--- config.mk ---
export PLATFORM = sky130hd
export DESIGN_NAME = stack_calc
export DESIGN_NICKNAME = d
export VERILOG_FILES = /design/src/rtl/calc_pkg.sv /design/src/rtl/calc_ctrl.sv /design/src/rtl/calc_alu.sv /design/src/rtl/calc_datapath.sv /design/src/rtl/calc_stack.sv /design/src/rtl/stack_calc.sv
export SDC_FILE = /design/constraint.sdc
export NUM_CORES = 1
export LEC_CHECK = 0
export BUFFER_PORTS_ARGS = -buffer_cell sky130_fd_sc_hd__buf_2
export CAP_MARGIN = 20
export CORE_UTILIZATION = 40
export DETAILED_ROUTE_END_ITERATION = 10
export PLACE_DENSITY = 0.61
export SLEW_MARGIN = 0
export SYNTH_ARGS = -nofsm -noshare
export SYNTH_HDL_FRONTEND = slang
export SYNTH_SLANG_ARGS = --single-unit
--- constraint.sdc ---
create_clock -name clk -period 2.05 [get_ports clk]
set_input_delay 0.205 -clock clk [delete_from_list [all_inputs] [get_ports clk]]
set_output_delay 0.205 -clock clk [all_outputs]
set_load 0.1 [all_outputs]
--- src/rtl/calc_pkg.sv ---
// Package: shared encodings for the stack calculator.
// Assumes the opcode field is four bits wide; values outside the three listed are no-ops.
package calc_pkg;

    // Controller states, walked in this order for every instruction.
    typedef enum logic [1:0] {
        ST_IDLE = 2'd0,
        ST_OPA  = 2'd1,
        ST_OPB  = 2'd2,
        ST_WBK  = 2'd3
    } ctrl_state_t;

    // Stack operation select.
    typedef enum logic [1:0] {
        STK_HOLD = 2'd0,
        STK_PUSH = 2'd1,
        STK_POP  = 2'd2
    } stk_op_t;

    // ALU function select.
    typedef enum logic [2:0] {
        ALU_PASS = 3'd0,
        ALU_ADD  = 3'd1
    } alu_op_t;

    // Source of the temporary register load.
    typedef enum logic {
        SRC_INPUT = 1'b0,
        SRC_ALU   = 1'b1
    } tmp_src_t;

    // Opcode values carried in the upper nibble of the switch bus.
    localparam logic [3:0] OPC_PUSH = 4'b0000;
    localparam logic [3:0] OPC_POP  = 4'b0001;
    localparam logic [3:0] OPC_ADD  = 4'b0010;

endpackage

--- src/rtl/calc_ctrl.sv ---
// Module: calc_ctrl
// Four-state Moore controller. It latches the opcode when an instruction starts,
// walks idle -> first operand -> second operand -> write-back -> idle, and decodes
// stack, ALU and temporary-register controls from the state and the latched opcode.
// Assumes exec_req is synchronous to clk.
module calc_ctrl
    import calc_pkg::*;
#(
    parameter int OP_W = 4
) (
    input  logic            clk,
    input  logic            rst_n,
    input  logic            exec_req,
    input  logic [OP_W-1:0] opcode,
    output stk_op_t         stk_op,
    output alu_op_t         alu_sel,
    output tmp_src_t        tmp_src,
    output logic            tmp_we,
    output logic            carry_we
);

    ctrl_state_t     state_q, state_d;
    logic [OP_W-1:0] op_q;
    logic            armed_q;
    logic            start;

    assign start = (state_q == ST_IDLE) && exec_req && armed_q;

    // State register.
    always_ff @(posedge clk) begin
        if (!rst_n) state_q <= ST_IDLE;
        else        state_q <= state_d;
    end

    // Next-state function: fixed walk once started.
    always_comb begin
        state_d = state_q;
        case (state_q)
            ST_IDLE: if (start) state_d = ST_OPA;
            ST_OPA:  state_d = ST_OPB;
            ST_OPB:  state_d = ST_WBK;
            ST_WBK:  state_d = ST_IDLE;
            default: state_d = ST_IDLE;
        endcase
    end

    // Opcode latch and re-arm tracking: execute must drop before the next start.
    always_ff @(posedge clk) begin
        if (!rst_n) begin
            op_q    <= '0;
            armed_q <= 1'b1;
        end else begin
            if (start) begin
                op_q    <= opcode;
                armed_q <= 1'b0;
            end else if (!exec_req) begin
                armed_q <= 1'b1;
            end
        end
    end

    // Moore output decode from current state and latched opcode.
    always_comb begin
        stk_op   = STK_HOLD;
        alu_sel  = ALU_PASS;
        tmp_src  = SRC_INPUT;
        tmp_we   = 1'b0;
        carry_we = 1'b0;
        if (op_q == OP_W'(OPC_PUSH)) begin
            case (state_q)
                ST_OPB: begin
                    tmp_src = SRC_INPUT;
                    tmp_we  = 1'b1;
                end
                ST_WBK:  stk_op = STK_PUSH;
                default: ;
            endcase
        end else if (op_q == OP_W'(OPC_POP)) begin
            if (state_q == ST_OPA) stk_op = STK_POP;
        end else if (op_q == OP_W'(OPC_ADD)) begin
            case (state_q)
                ST_OPA: begin
                    tmp_src = SRC_ALU;
                    alu_sel = ALU_PASS;
                    tmp_we  = 1'b1;
                    stk_op  = STK_POP;
                end
                ST_OPB: begin
                    tmp_src  = SRC_ALU;
                    alu_sel  = ALU_ADD;
                    tmp_we   = 1'b1;
                    carry_we = 1'b1;
                    stk_op   = STK_POP;
                end
                ST_WBK:  stk_op = STK_PUSH;
                default: ;
            endcase
        end
    end

    // the walk is fixed once an instruction starts.
    p_walk_opa_r6: assert property (@(posedge clk) disable iff (!rst_n)
        (state_q == ST_OPA) |=> (state_q == ST_OPB));
    p_walk_opb_r6: assert property (@(posedge clk) disable iff (!rst_n)
        (state_q == ST_OPB) |=> (state_q == ST_WBK));
    p_walk_wbk_r6: assert property (@(posedge clk) disable iff (!rst_n)
        (state_q == ST_WBK) |=> (state_q == ST_IDLE));
    // no restart while execute has not been released.
    p_no_rerun_r6: assert property (@(posedge clk) disable iff (!rst_n)
        (state_q == ST_IDLE && !armed_q) |=> (state_q == ST_IDLE));
    // undefined opcodes never touch the stack.
    p_undef_hold_r7: assert property (@(posedge clk) disable iff (!rst_n)
        (op_q > OP_W'(OPC_ADD)) |-> (stk_op == STK_HOLD && !carry_we));

endmodule

--- src/rtl/calc_alu.sv ---
// Module: calc_alu
// Combinational ALU. It either passes the top of stack through or adds it to the
// temporary register. The result is one bit wider so that the carry is kept.
module calc_alu
    import calc_pkg::*;
#(
    parameter int DATA_W = 4
) (
    input  alu_op_t           alu_sel,
    input  logic [DATA_W-1:0] tos,
    input  logic [DATA_W-1:0] tmp,
    output logic [DATA_W:0]   result
);

    // Function select.
    always_comb begin
        case (alu_sel)
            ALU_ADD: result = {1'b0, tos} + {1'b0, tmp};
            default: result = {1'b0, tos};
        endcase
    end

endmodule

--- src/rtl/calc_datapath.sv ---
// Module: calc_datapath
// Temporary register, input/ALU source mux and carry flag register. The temporary
// register feeds the stack's push data. Assumes the controls come from calc_ctrl.
module calc_datapath
    import calc_pkg::*;
#(
    parameter int DATA_W = 4
) (
    input  logic              clk,
    input  logic              rst_n,
    input  logic [DATA_W-1:0] din,
    input  logic [DATA_W-1:0] tos,
    input  alu_op_t           alu_sel,
    input  tmp_src_t          tmp_src,
    input  logic              tmp_we,
    input  logic              carry_we,
    output logic [DATA_W-1:0] tmp_out,
    output logic              flag
);

    logic [DATA_W:0]   alu_res;
    logic [DATA_W-1:0] tmp_q;
    logic [DATA_W-1:0] tmp_next;
    logic              flag_q;

    calc_alu #(.DATA_W(DATA_W)) alu_i (
        .alu_sel (alu_sel),
        .tos     (tos),
        .tmp     (tmp_q),
        .result  (alu_res)
    );

    // Source mux for the temporary register.
    always_comb begin
        tmp_next = (tmp_src == SRC_ALU) ? alu_res[DATA_W-1:0] : din;
    end

    // Temporary register and carry flag.
    always_ff @(posedge clk) begin
        if (!rst_n) begin
            tmp_q  <= '0;
            flag_q <= 1'b0;
        end else begin
            if (tmp_we)   tmp_q  <= tmp_next;
            if (carry_we) flag_q <= alu_res[DATA_W];
        end
    end

    assign tmp_out = tmp_q;
    assign flag    = flag_q;

    // the flag only moves on the add step.
    p_flag_hold_r8: assert property (@(posedge clk) disable iff (!rst_n)
        !carry_we |=> $stable(flag_q));
    // the add step stores sum and carry together.
    p_add_store_r4: assert property (@(posedge clk) disable iff (!rst_n)
        carry_we |=> ({flag_q, tmp_q} == ($past({1'b0, tos}) + $past({1'b0, tmp_q}))));

endmodule

--- src/rtl/calc_stack.sv ---
// Module: calc_stack
// Address-free stack built from flip-flops. A push shifts down and loses the bottom
// entry. A pop shifts up and fills the bottom with zero. Only the top is an output.
module calc_stack
    import calc_pkg::*;
#(
    parameter int DATA_W = 4,
    parameter int DEPTH  = 4
) (
    input  logic              clk,
    input  logic              rst_n,
    input  stk_op_t           op,
    input  logic [DATA_W-1:0] push_data,
    output logic [DATA_W-1:0] top
);

    logic [DATA_W-1:0] ent_q [DEPTH];

    // Entry shift register for push and pop.
    always_ff @(posedge clk) begin
        if (!rst_n) begin
            for (int i = 0; i < DEPTH; i++) ent_q[i] <= '0;
        end else begin
            case (op)
                STK_PUSH: begin
                    ent_q[0] <= push_data;
                    for (int i = 1; i < DEPTH; i++) ent_q[i] <= ent_q[i-1];
                end
                STK_POP: begin
                    for (int i = 0; i < DEPTH-1; i++) ent_q[i] <= ent_q[i+1];
                    ent_q[DEPTH-1] <= '0;
                end
                default: ;
            endcase
        end
    end

    assign top = ent_q[0];

    // a push puts the push data on top.
    p_push_top_r2: assert property (@(posedge clk) disable iff (!rst_n)
        (op == STK_PUSH) |=> (ent_q[0] == $past(push_data)));
    // a pop fills the bottom entry with zero.
    p_pop_fill_r3: assert property (@(posedge clk) disable iff (!rst_n)
        (op == STK_POP) |=> (ent_q[DEPTH-1] == '0));
    // a hold leaves the top and bottom entries unchanged.
    p_hold_r7: assert property (@(posedge clk) disable iff (!rst_n)
        (op == STK_HOLD) |=> ($stable(ent_q[0]) && $stable(ent_q[DEPTH-1])));

endmodule

--- src/rtl/stack_calc.sv ---
// Module: stack_calc (top)
// Stack calculator: the controller sequences the stack, the temporary register and
// the ALU. The switch bus carries the opcode in the upper field and the operand in
// the lower field. Assumes sw_bus stays steady while an instruction runs.
module stack_calc
    import calc_pkg::*;
#(
    parameter int DATA_W = 4,
    parameter int OP_W   = 4,
    parameter int DEPTH  = 4
) (
    input  logic                   clk,
    input  logic                   rst_n,
    input  logic [OP_W+DATA_W-1:0] sw_bus,
    input  logic                   exec_req,
    output logic [DATA_W-1:0]      tos_out,
    output logic                   flag_out
);

    localparam int BUS_W = OP_W + DATA_W;

    stk_op_t           stk_op;
    alu_op_t           alu_sel;
    tmp_src_t          tmp_src;
    logic              tmp_we;
    logic              carry_we;
    logic [DATA_W-1:0] tos;
    logic [DATA_W-1:0] tmp;

    calc_ctrl #(.OP_W(OP_W)) ctrl_i (
        .clk      (clk),
        .rst_n    (rst_n),
        .exec_req (exec_req),
        .opcode   (sw_bus[BUS_W-1:DATA_W]),
        .stk_op   (stk_op),
        .alu_sel  (alu_sel),
        .tmp_src  (tmp_src),
        .tmp_we   (tmp_we),
        .carry_we (carry_we)
    );

    calc_datapath #(.DATA_W(DATA_W)) dp_i (
        .clk      (clk),
        .rst_n    (rst_n),
        .din      (sw_bus[DATA_W-1:0]),
        .tos      (tos),
        .alu_sel  (alu_sel),
        .tmp_src  (tmp_src),
        .tmp_we   (tmp_we),
        .carry_we (carry_we),
        .tmp_out  (tmp),
        .flag     (flag_out)
    );

    calc_stack #(.DATA_W(DATA_W), .DEPTH(DEPTH)) stk_i (
        .clk       (clk),
        .rst_n     (rst_n),
        .op        (stk_op),
        .push_data (tmp),
        .top       (tos)
    );

    assign tos_out = tos;

endmodule

==> out/qor.csv, run 1 <==
metric;value;unit
setup_tns;0;ns
viasPerCell;5.55;
place_ws;-0.0803;ns
fin_crit_sh;0.918;
cts_tree;yes;
yosysMostFrequentCell;dfxtp_1;
dp_cells;204;
cts_buffers;3;
area_growth;16.2;%
crit_slowest_cell;dfxtp_1;
outcome;complete, no violations;
clock_path_buffers;2;
synth-seq-cells;28;
final_antenna_net_count;0;
setup_violations;0;
endpoint_kind;flip-flop;
nNetsFinal;187;
holdBufCountCts;0;
gp_congestion;0.765;
cp_data_arrival_time;2.04;ns
synth_warnings;0;
power.density;1100;nW/um^2
die_y;62.9;um
rsz0062_at_grt;no;
period_needed;1.88;ns
initial_core_util;0.431;
io_buffers;15;
maxCapViolations;0;
cts.clk_slew.worst_paths;0.10;ns
wirelength;3210;um
avgSynthCellArea;10.5;sq um
maxSlewViolCount;0;
synthArstFlopShare;0;
yosysUniqueCellTypes;36;
syn_nets;163;
synth_edf_count;12;
crit_required;2.20;ns
slew_headroom;0.678;
ys.flop_type;dfxtp_1;
synthTopCellsByCount;dfxtp_1 (16), a22o_1 (13), edfxtp_1 (12);
fin_ws;0.169;ns
p_leak;0.000721;uW
crit_fanout;11;
antenna_found_initial;0;
htreeDepth;1;
track_usage;0.171;
fin_skew;0.00250;ns
routedWlPerCell;15.2;um
clkLatencyLatePin;0.28;ns
ir_worst_vdd;552;uV
syn_area;1490;sq um
final_util;0.501;
grt_max_degree;16;
hold_viol;0;
dr.first_iter.drc_count;37;
fp.dieW;62.9;um
drive_gt1_frac;0.230;
io_pins;16;
stdcell_count;211;
place.detailed.hpwl;2390;um
synth_cells;142;
cp_top_family;compound AO/OA/AOI/OAI gates;
num_rows;21;
n_antenna_cell;0;
synth.top_cell.area_share;0.243;
first_pass_iters;4;
tightestPinTransition;0.483;ns
grt_pass1_wl;5350;um
root_buffer;clkbuf_8;
vias;1170;
critPathBufInv;2;
drc;0;
yosys-top-cells-area;edfxtp_1 (24%), dfxtp_1 (22%), a22o_1 (7.7%);
fmax;0.532;GHz
core_area;3440;sq um
max_stage_delay;0.39;ns
startpoint_type;flip-flop;
ys_seq_area_frac;0.458;
grt_pass1_vias;1097;
die_area;3960;sq um
min_path_type;in -> reg;
cts.sinks;28;
overflow;0;
synth_top_cell_by_area;edfxtp_1;
crit_path_cell_trace;inv_1 -> ha_1 -> nor2b_1 -> o22a_2 -> nor3_4 -> buf_12 -> a22o_1;
timing_worst_setup_path_type;reg -> reg;
sequential cells by signal, indices dropped and copies added (netlist names):
signal and flops:
stk_i.ent_q 16, ctrl_i.armed_q 1, ctrl_i.op_q 4, ctrl_i.state_q 2
dp_i.flag 1, dp_i.tmp_out 4
where the power goes:
group / leakage, uW / internal (uW) / switching, uW / total (uW)
registers: 0.000255 / 699 / 110 / 809
logic: 0.000443 / 318 / 464 / 782
clock network: 0.0000231 / 135 / 178 / 312
per-stage QoR:
stage | cell area, sq um | hold WS (ns) | power [uW]
floorplan | 1490 | 0.306 | 1370
global placement | 1640 | 0.438 | 1540
detailed placement | 1640 | 0.437 | 1570
CTS | 1690 | 0.152 | 1880
global route | 1730 | 0.154 | 2030
finish | 1730 | 0.147 | 1900
area by class of cell:
type / count / area (sq um)
Multi-Input combinational cell: 102 / 757
Tap cell: 46 / 57.6
Fill cell: 311 / 1720
Clock buffer: 3 / 41.3
Inverter: 6 / 22.5
Timing Repair Buffer: 25 / 163
Sequential cell: 28 / 681
Clock inverter: 1 / 3.75
placed cells by master (no fill, tap or decap):
master	synthesis	layout
dfxtp_1	16	16
buf_2	2	15
a22o_1	13	13
edfxtp_1	12	12
a21oi_1	11	11
buf_4	2	9
nand2_1	8	8
ha_1	9	8
nor2_1	8	7
nand3_1	7	7
o21ai_0	7	7
inv_1	6	6
o211ai_1	4	4
mux2i_1	4	4
o22ai_1	4	4
nor2b_1	3	3
clkbuf_8	0	3
and3b_1	2	2
or3_4	2	2
o221ai_1	2	2
a31oi_1	2	2
o21ai_1	2	2
and4bb_1	1	1
o21ai_2	1	1
nor2_2	0	1
o22a_2	0	1
nor3_4	0	1
xor2_1	1	1
nor3_2	2	1
and3_1	1	1
mux2_4	1	1
nand2b_1	1	1
a31o_1	1	1
a21boi_0	1	1
nor4_1	1	1
a21o_1	1	1
fa_2	0	1
ha_2	0	1
clkinv_1	0	1
buf_12	0	1
metal layers:
layer,part of all wire,wire length [um],up-vias,global-route usage
li1,-,-,588,-
met1,0.50,1600,560,0.244
met2,0.46,1470,17,0.266
met3,0.026,83,5,0.0274
met4,0.017,55,0,0.0436
met5,0,0,-,0
what timing repair did:
action	CTS	global route
pin swaps	0	3
gates cloned	0	0
gates resized for setup	2	1
setup buffers	0	3
endpoints found under the setup margin	12	20
cells by family after synthesis:
group	share of synthesized area
compound gates	0.229
fa+ha+maj	0.0893
xor+xnor	0.00590
buf+inv	0.0421
simple gates	0.138
mux	0.0371
flops	0.458
worst paths after layout:
kind,startpoint,end,slack [ns],cells past startpoint
setup / recovery,ctrl_i.state_q[0],stk_i.ent_q[0][2],0.17,7
hold / removal,exec_req,ctrl_i.armed_q,0.15,2
setup reg to reg,ctrl_i.state_q[0],stk_i.ent_q[0][2],0.17,7
hold reg to reg,stk_i.ent_q[3][3],stk_i.ent_q[3][3],0.50,2
Power figures use the tool's default switching activity.
==> inputs of run 2 (changes only) <==
Settings changed: CORE_ASPECT_RATIO from default to 0.5.
==> out/qor.csv, run 2 (synthesis results as in run 1) <==
metric;value;unit;change
viasPerCell;5.35;;-3.6%
fin_skew;0.00473;ns;+0.00223 ns
htreeDepth;1;;unchanged
ff2ff_setup_slack;0.13;ns;-0.03 ns
whs;0.143;ns;-0.00352 ns
fin_ws;0.135;ns;-0.0340 ns
cts_buffers;3;;unchanged
outcome;complete, no violations;;
fill_cells;348;;+12%
startpoint_type;flip-flop;;
gp_congestion;0.793;;+3.6%
nNetsFinal;190;;+1.6%
final_common_cell;dfxtp_1;;
overflow;0;;unchanged
core_area;3490;sq um;+1.4%
largest_register_ffs;16;;unchanged
clkLatencyLatePin;0.28;ns;about the same
drive_gt1_frac;0.250;;+0.0197
slew_headroom;0.675;;-0.00212
dp_cells;213;;+4.4%
timing_worst_setup_path_type;reg -> reg;;
clock_path_buffers;2;;unchanged
wirelength;3340;um;+4.0%
grt_max_degree;17;;+1
grt_pass1_wl;5400;um;+1.0%
first_pass_iters;4;;unchanged
top_register;stk_i.ent_q;;
fmax;0.522;GHz;-1.8%
holdBufCountCts;0;;unchanged
routedWlPerCell;15.3;um;+0.19%
timing.rr.end;stk_i.ent_q[0][2];;
io_buffers;15;;unchanged
rsz0062_at_grt;no;;
cts_tree;yes;;
area_growth;19.8;%;
maxSlewViolCount;0;;unchanged
period_needed;1.92;ns;+0.0340 ns
vias;1171;;+0.085%
ff2ff_path_depth;6;;-1
crit_required;2.00;ns;-0.20 ns
initial_core_util;0.425;;-0.00603
grt_pass1_vias;1006;;-8.3%
die_y;45.1;um;-28%
setup_violations;0;;unchanged
final_antenna_net_count;0;;unchanged
min_path_type;in -> reg;;
r2r-start;ctrl_i.state_q[0];;
io_pins;16;;unchanged
drc;0;;unchanged
maxCapViolations;0;;unchanged
hold_viol;0;;unchanged
p_leak;0.000744;uW;+3.2%
crit_fanout;5;;-6
root_buffer;clkbuf_8;;
layout_common_cells;dfxtp_1 (16), buf_2 (15), a22o_1 (13), buf_4 (13), edfxtp_1 (12);;
ir_worst_vdd;728;uV;+32%
cts.sinks;28;;unchanged
min_to;ctrl_i.op_q[0];;
stdcell_count;219;;+3.8%
power.density;1180;nW/um^2;+7.1%
tightestPinTransition;0.486;ns;+0.00317 ns
fp.dieW;88.2;um;+40%
die_area;3980;sq um;+0.37%
place_ws;0.0202;ns;+0.100 ns
min_path_cells;3;;+1
dr.first_iter.drc_count;83;;+120%
fin_crit_sh;0.934;;+0.0166
n_antenna_cell;0;;unchanged
antenna_found_initial;0;;unchanged
cts.clk_slew.worst_paths;0.10;ns;about the same
cp_data_arrival_time;1.87;ns;-0.17 ns
track_usage;0.189;;+0.0184
num_rows;15;;-29%
endpoint_kind;flip-flop;;
place.detailed.hpwl;2560;um;+7.2%
worstHoldStart;sw_bus[4];;
run 2: cell types whose count changed in the layout (fill, tap and decap cells not counted):
cell | previous run | this run
buf_4 | 9 | 13
o22a_2 | 1 | 0
o22a_1 | 0 | 1
ha_1 | 8 | 7
ha_4 | 0 | 1
clkinv_1 | 1 | 0
bufinv_16 | 0 | 1
buf_12 | 1 | 0
run 2: stage by stage:
| step | setup TNS [ns] | utilization | power, uW | area (sq um) |
|---|---|---|---|---|
| floorplan | -0.190 | - | 1370 | 1490 |
| global placement | 0 | 0.479 | 1580 | 1670 |
| detailed placement | 0 | 0.479 | 1600 | 1670 |
| global route | 0 | 0.510 | 2240 | 1780 |
| finish | 0 | 0.510 | 2100 | 1780 |
| CTS | 0 | 0.503 | 2050 | 1760 |
run 2: how the worst max path moves through the flow:
| stage | from | to | depth (start not counted) |
|---|---|---|---|
| after floorplan | stk_i.ent_q[0][0] | dp_i.tmp_out[2] | 5 |
| after global placement | ctrl_i.state_q[0] | stk_i.ent_q[2][1] | 6 |
| after detailed placement | ctrl_i.state_q[0] | stk_i.ent_q[2][2] | 6 |
| after CTS | ctrl_i.state_q[1] | stk_i.ent_q[2][1] | 6 |
| after global routing | ctrl_i.state_q[0] | stk_i.ent_q[0][2] | 6 |
| final | ctrl_i.state_q[0] | stk_i.ent_q[0][2] | 6 |
run 2: repair_timing:
action,CTS,global route
gates resized for setup,1,2
hold endpoints to repair,0,0
gates cloned,0,0
pin swaps,1,3
buffers inserted,1,1
setup endpoints to repair,5,24
run 2: layout make-up:
type | count | area [sq um] | area share
well taps | 51 | 63.8 | 0.0359
flip-flops and latches | 28 | 681 | 0.383
repair buffers | 28 | 173 | 0.0970
clock inverters | 1 | 30.0 | 0.0169
clock buffers | 3 | 41.3 | 0.0232
inverters | 6 | 22.5 | 0.0127
multi-input cells | 102 | 768 | 0.432
run 2: power by group:
group | total (uW) | internal, uW | switching, uW
Clock | 449 | 262 | 187
Sequential | 801 | 699 | 102
Combinational | 851 | 359 | 492
run 2: layer usage:
metal,vias to the layer above,GRT usage,part of all wire
li1,593,-,-
met1,555,0.283,0.55
met3,2,0.0494,0.037
met2,21,0.272,0.41
met4,0,0.0484,0.0057
met5,-,0,0
run 2: critical path, stage by stage, from the launching register on:
cell and delay (ns):
dfxtp_1 0.34, inv_1 0.08, ha_4 0.26, nor2b_1 0.14, o22a_1 0.23, buf_4 0.16
o211ai_1 0.37
